**src/rtl/rowext_pkg.sv**
```systemverilog
package rowext_pkg;
  typedef enum logic [1:0] {PH_FILL, PH_LEAD, PH_BODY, PH_TRAIL} phase_e;
  typedef enum logic [1:0] {SRC_LIVE, SRC_TAILQ, SRC_HEADQ, SRC_ROWQ} src_e;
endpackage

```
**src/rtl/rowext_bank.sv**
```systemverilog
module rowext_bank #(
  parameter int DW    = 8,
  parameter int DEPTH = 2,
  parameter int AW    = 1
) (
  input  logic          clk,
  input  logic          we,
  input  logic [AW-1:0] wr_idx,
  input  logic [DW-1:0] wr_data,
  input  logic [AW-1:0] rd_idx,
  output logic [DW-1:0] rd_data
);
  logic [DW-1:0] mem [DEPTH];

  always_ff @(posedge clk) begin
    if (we) mem[wr_idx] <= wr_data;
  end

  assign rd_data = mem[rd_idx];
endmodule

```
**src/rtl/rowext_seq.sv**
```systemverilog
module rowext_seq
  import rowext_pkg::*;
#(
  parameter int ROW_W     = 16,
  parameter int EXT       = 2,
  parameter bit FIRST_OWN = 1'b0,
  localparam int CW = $clog2(ROW_W),
  localparam int IW = (EXT > 1) ? $clog2(EXT) : 1
) (
  input  logic          clk,
  input  logic          rst_n,
  input  logic          in_valid,
  input  logic          in_eof,
  input  logic          out_ready,
  output logic          in_ready,
  output logic          out_valid,
  output logic          out_sor,
  output logic          out_eof,
  output src_e          src,
  output logic [CW-1:0] col,
  output logic [IW-1:0] idx,
  output logic          head_we,
  output logic          tail_we,
  output logic          row_we,
  output logic [IW-1:0] head_widx,
  output logic [IW-1:0] tail_widx
);
  localparam logic [CW-1:0] COL_LAST = CW'(ROW_W - 1);
  localparam logic [CW-1:0] COL_TAIL = CW'(ROW_W - EXT);
  localparam logic [CW-1:0] COL_HEAD = CW'(EXT);
  localparam logic [IW-1:0] IDX_LAST = IW'(EXT - 1);
  localparam phase_e        START_PH = FIRST_OWN ? PH_FILL : PH_LEAD;

  phase_e        ph, ph_n;
  logic [CW-1:0] col_n;
  logic [IW-1:0] idx_n;
  logic          first_row, first_n;
  logic          replay, replay_n;
  logic          last_row, last_n;
  logic          accept;

  always_comb begin
    ph_n      = ph;
    col_n     = col;
    idx_n     = idx;
    first_n   = first_row;
    replay_n  = replay;
    last_n    = last_row;
    in_ready  = 1'b0;
    out_valid = 1'b0;
    out_sor   = 1'b0;
    out_eof   = 1'b0;
    src       = SRC_LIVE;
    case (ph)
      PH_FILL: begin
        in_ready = 1'b1;
        if (in_valid) begin
          col_n = col + 1'b1;
          if (col == COL_LAST) begin
            col_n    = '0;
            last_n   = in_eof;
            replay_n = 1'b1;
            ph_n     = PH_LEAD;
          end
        end
      end
      PH_LEAD: begin
        out_sor = (idx == '0);
        if (first_row && !replay) begin
          src       = SRC_LIVE;
          out_valid = in_valid;
        end else begin
          src       = SRC_TAILQ;
          out_valid = 1'b1;
        end
        if (out_valid && out_ready) begin
          idx_n = idx + 1'b1;
          if (idx == IDX_LAST) begin
            idx_n = '0;
            ph_n  = PH_BODY;
          end
        end
      end
      PH_BODY: begin
        if (replay) begin
          src       = SRC_ROWQ;
          out_valid = 1'b1;
        end else begin
          src       = SRC_LIVE;
          out_valid = in_valid;
          in_ready  = out_ready;
        end
        if (out_valid && out_ready) begin
          col_n = col + 1'b1;
          if (col == COL_LAST) begin
            col_n = '0;
            ph_n  = PH_TRAIL;
            if (!replay) last_n = in_eof;
          end
        end
      end
      default: begin
        src       = SRC_HEADQ;
        out_valid = 1'b1;
        out_eof   = last_row && (idx == IDX_LAST);
        if (out_ready) begin
          idx_n = idx + 1'b1;
          if (idx == IDX_LAST) begin
            idx_n    = '0;
            replay_n = 1'b0;
            first_n  = last_row;
            last_n   = 1'b0;
            ph_n     = last_row ? START_PH : PH_LEAD;
          end
        end
      end
    endcase
  end

  assign accept    = in_valid && in_ready;
  assign head_we   = accept && (col < COL_HEAD);
  assign tail_we   = accept && (col >= COL_TAIL);
  assign row_we    = accept && (ph == PH_FILL);
  assign head_widx = IW'(col);
  assign tail_widx = IW'(col - COL_TAIL);

  always_ff @(posedge clk or negedge rst_n) begin
    if (!rst_n) begin
      ph        <= START_PH;
      col       <= '0;
      idx       <= '0;
      first_row <= 1'b1;
      replay    <= 1'b0;
      last_row  <= 1'b0;
    end else begin
      ph        <= ph_n;
      col       <= col_n;
      idx       <= idx_n;
      first_row <= first_n;
      replay    <= replay_n;
      last_row  <= last_n;
    end
  end


  col_range_chk: assert property (@(posedge clk) disable iff (!rst_n)
    col <= COL_LAST);
endmodule

```
**src/rtl/rowext_stream.sv**
```systemverilog
module rowext_stream
  import rowext_pkg::*;
#(
  parameter int DATA_W    = 8,
  parameter int TAPS      = 5,
  parameter int ROW_W     = 16,
  parameter bit FIRST_OWN = 1'b0
) (
  input  logic              clk,
  input  logic              rst_n,
  input  logic              in_valid,
  output logic              in_ready,
  input  logic [DATA_W-1:0] in_data,
  input  logic              in_sor,
  input  logic              in_eof,
  output logic              out_valid,
  input  logic              out_ready,
  output logic [DATA_W-1:0] out_data,
  output logic              out_sor,
  output logic              out_eof
);
  localparam int EXT     = (TAPS - 1) / 2;
  localparam int CW      = $clog2(ROW_W);
  localparam int IW      = (EXT > 1) ? $clog2(EXT) : 1;
  localparam int ROW_LEN = ROW_W + 2 * EXT;
  localparam int LW      = $clog2(ROW_LEN + 1);

  src_e              src;
  logic [CW-1:0]     col;
  logic [IW-1:0]     idx;
  logic              head_we, tail_we, row_we;
  logic [IW-1:0]     head_widx, tail_widx;
  logic [DATA_W-1:0] head_rd, tail_rd, row_rd;

  rowext_seq #(.ROW_W(ROW_W), .EXT(EXT), .FIRST_OWN(FIRST_OWN)) u_seq (
    .clk(clk), .rst_n(rst_n), .in_valid(in_valid), .in_eof(in_eof),
    .out_ready(out_ready), .in_ready(in_ready), .out_valid(out_valid),
    .out_sor(out_sor), .out_eof(out_eof), .src(src), .col(col), .idx(idx),
    .head_we(head_we), .tail_we(tail_we), .row_we(row_we),
    .head_widx(head_widx), .tail_widx(tail_widx)
  );

  rowext_bank #(.DW(DATA_W), .DEPTH(EXT), .AW(IW)) u_head (
    .clk(clk), .we(head_we), .wr_idx(head_widx), .wr_data(in_data),
    .rd_idx(idx), .rd_data(head_rd)
  );

  rowext_bank #(.DW(DATA_W), .DEPTH(EXT), .AW(IW)) u_tail (
    .clk(clk), .we(tail_we), .wr_idx(tail_widx), .wr_data(in_data),
    .rd_idx(idx), .rd_data(tail_rd)
  );

  generate
    if (FIRST_OWN) begin : g_rowbuf
      rowext_bank #(.DW(DATA_W), .DEPTH(ROW_W), .AW(CW)) u_row (
        .clk(clk), .we(row_we), .wr_idx(col), .wr_data(in_data),
        .rd_idx(col), .rd_data(row_rd)
      );
    end else begin : g_norowbuf
      assign row_rd = '0;
      wire unused_row_we = row_we;
    end
  endgenerate

  always_comb begin
    case (src)
      SRC_TAILQ: out_data = tail_rd;
      SRC_HEADQ: out_data = head_rd;
      SRC_ROWQ:  out_data = row_rd;
      default:   out_data = in_data;
    endcase
  end

  wire unused_sor_in = in_sor;

  logic          out_fire;
  logic [LW-1:0] beat_cnt;
  logic          seen_row;
  assign out_fire = out_valid && out_ready;

  always_ff @(posedge clk or negedge rst_n) begin
    if (!rst_n) begin
      beat_cnt <= '0;
      seen_row <= 1'b0;
    end else if (out_fire) begin
      beat_cnt <= out_sor ? LW'(1) : beat_cnt + 1'b1;
      seen_row <= seen_row | out_sor;
    end
  end


  row_len_chk: assert property (@(posedge clk) disable iff (!rst_n)
    out_fire && out_sor && seen_row |-> beat_cnt == LW'(ROW_LEN));

  eof_pos_chk: assert property (@(posedge clk) disable iff (!rst_n)
    out_fire && out_eof |-> beat_cnt == LW'(ROW_LEN - 1));

  sor_align_chk: assert property (@(posedge clk) disable iff (!rst_n)
    in_valid && in_ready |-> in_sor == (col == '0));

  live_pass_chk: assert property (@(posedge clk) disable iff (!rst_n)
    out_valid && in_ready |-> out_data == in_data);

  stall_hold_chk: assert property (@(posedge clk) disable iff (!rst_n)
    out_valid && !out_ready && !in_ready |=> out_valid && $stable(out_data));
endmodule

```
**config.mk**
```make
export PLATFORM = sky130hd
export DESIGN_NAME = rowext_stream
export DESIGN_NICKNAME = d
export VERILOG_FILES = /design/src/rtl/rowext_pkg.sv /design/src/rtl/rowext_bank.sv /design/src/rtl/rowext_seq.sv /design/src/rtl/rowext_stream.sv
export SDC_FILE = /design/constraint.sdc
export NUM_CORES = 1
export LEC_CHECK = 0
export ABC_AREA = 0
export BUFFER_PORTS_ARGS = -buffer_cell sky130_fd_sc_hd__buf_2
export CAP_MARGIN = 40
export CORE_MARGIN = 2
export CORE_UTILIZATION = 40
export DETAILED_ROUTE_END_ITERATION = 7
export MAX_ROUTING_LAYER = met4
export PLACE_DENSITY = 0.68
export SYNTH_ARGS = -nofsm -noshare
export SYNTH_HDL_FRONTEND = slang
export SYNTH_HIERARCHICAL = 1
export SYNTH_SLANG_ARGS = --single-unit
```
**constraint.sdc**
```tcl
create_clock -name clk -period 6 [get_ports clk]
set_clock_uncertainty 0.1 [all_clocks]
set_input_delay 0 -clock clk [delete_from_list [all_inputs] [get_ports clk]]
set_output_delay 0 -clock clk [all_outputs]
set_load 0.05 [all_outputs]
```
==> results.ini <==
[cts]
holdBufCountCts = 10
clock-root-buffer = clkbuf_8
ctsHtreeMaxLevel = 2
clk_pin_slew_ns = 0.07
ctsResizeCount = 0
post_cts.repair.setup_buffers = 0
clockBufferDepth = 2
cts.sink_count = 42
tritoncts = done
clock_latency_ns = 0.28
cts_buffers = 5

[die]
core_area_sq_um = 5440
dieWidth_um = 78.4
initial_core_util = 0.407
dieArea_sq_um = 6150
die_h_um = 78.4
row_count = 27
num_io_pins = 26

[power]
internal_power_uw = 697
vdd.ir_drop.worst_mv = 0.250
switching_share = 0.446
cellPowerDensity_nw_per_um2 = 491
clockPowerShare = 0.134
p_seq_frac = 0.316
p_leak_nw = 1.04
comb_power_share = 0.550
p_switching_uw = 561

[global_route]
overflow = 0
grt_pass1_vias = 1330
grt_pass1_wl_um = 6420
track_usage = 0.140
antenna_found_initial = 0
grt_max_degree = 15

[synthesis]
ys_warn_count = 6
synth_fp_nets = 176
synth.avg_cell_area_sq_um = 14.3
syn_inst = 155
syn_area_sq_um = 2210

[job]
drv_cap = 0

[final_layout]
n_antenna_cell = 0
seq_area_sq_um = 1210
fillers = 491
final_area_sq_um = 2560
post-route-util = 0.472
nets = 211
drive_gt1_frac = 0.309
syn2layout_area_growth_pct = 15.8
multi_input_area_sq_um = 910

[timing]
fmax_mhz = 380
rsz0062_at_grt = no
worstMarginPinSlew_ns = 0.846
drv_slew = 0
fin_tns_setup_ns = 0
hold_slack_ns = 0.00921
finalSetupViolCount = 0
period_needed_ns = 2.63
timing_hold_violations_final = 0
slew_headroom = 0.435
finalCritPeriodShare = 0.438

[setup_path]
cp-end-kind = output port
crit_type = flip-flop to output port
startpoint_type = flip-flop
critical_path_arrival_ns = 2.53
r2r-start = u_seq/ph[0]$_DFFE_PN1P_
required_ns = 5.90
cp-startpoint = u_seq/ph[0]$_DFFE_PN1P_
crit_path_max_fanout = 10

[detailed_routing]
ant_nets = 0
routed_wl_um = 3890
vias_per_cell = 4.96
first_pass_iters = 4
drtIter0Drc = 44
vias = 1305
wire_per_inst_um = 14.8
drc = 0

[place]
gp_congestion = 0.822
dpl.hpwl_um = 2630
placed_cell_area_sq_um = 2380
io_buffers = 24

[status]
status = complete, no violations

[hold_path]
hp-class = primary input to asynchronous set/reset pin

-- final timing paths --
kind	slack [ns]	cells after the start	to
max	3.37	8	out_data[1]
min	0.009	2	u_seq/replay$_DFFE_PN0P_
max reg2reg	3.46	7	u_head/mem[0][0]$_DFFE_PP_
min reg2reg	0.42	1	u_seq/last_row$_DFFE_PN0P_
max in group asynchronous	5.52	2	u_seq/ph[0]$_DFFE_PN1P_
min in group clk	0.02	4	u_seq/idx$_DFFE_PN0P_
-- layout make-up --
cell class                 instances  area share
clock buffer                       6      0.0283
clock inverter                     2     0.00341
inverter                           4     0.00585
multi-input combinational        101       0.355
sequential                        42       0.473
tap                               72      0.0351
timing repair buffer              36      0.0995
-- cells in the final DEF, fill, tap and decap left out, types with 3 or more instances in the layout --
cell,count
buf_2,24
nand2_1,4
o2bb2ai_1,9
nand3_1,3
edfxtp_1,32
dfrtp_1,8
dlygate4sd3_1,10
nor2b_1,4
mux2_4,17
nor2_1,6
inv_1,4
clkbuf_8,5
nand3b_1,3
ha_1,7
o21ai_0,4
mux2i_1,9
a21oi_1,7
-- critical path, stage by stage, from the launching register on --
cell and delay (ns):
dfstp_2 0.58, inv_1 0.08, ha_1 0.33, o21ai_0 0.22, a21oi_1 0.10, buf_4 0.20
nor2b_4 0.25, o2bb2ai_1 0.17, buf_2 0.30
-- power by group through the flow --
stage / Clock (mW) / Sequential [mW] / Combinational, mW
after floorplan: 0 / 0.385 / 0.594
after global placement: 0 / 0.423 / 0.643
after detailed placement: 0 / 0.404 / 0.693
after CTS: 0.174 / 0.397 / 0.700
after global routing: 0.189 / 0.404 / 0.745
final: 0.169 / 0.397 / 0.693
-- stage by stage --
stage | instances | worst slack, ns | power [mW]
2_1_floorplan | 155 | 3.57 | 0.979
3_3_place_gp | 244 | 3.50 | 1.07
3_5_place_dp | 245 | 3.43 | 1.10
4_1_cts | 263 | 3.36 | 1.27
5_1_grt | 263 | 3.15 | 1.34
6_report | 263 | 3.37 | 1.26
-- sequential cells by signal, indices dropped and copies added, names as in the netlist --
name             cells
u_head/mem          16
u_tail/mem          16
u_seq/col            4
u_seq/ph             2
u_seq/first_row      1
u_seq/idx            1
u_seq/last_row       1
u_seq/replay         1
-- routing by layer --
| layer | global-route usage | vias to the layer above | share of wire |
|---|---|---|---|
| li1 | - | 657 | - |
| met1 | 0.180 | 624 | 0.47 |
| met2 | 0.225 | 22 | 0.49 |
| met3 | 0.0345 | 2 | 0.031 |
| met4 | 0.0368 | 0 | 0.0036 |
| met5 | - | - | 0 |
No activity file was read; power rests on OpenSTA's default activity.
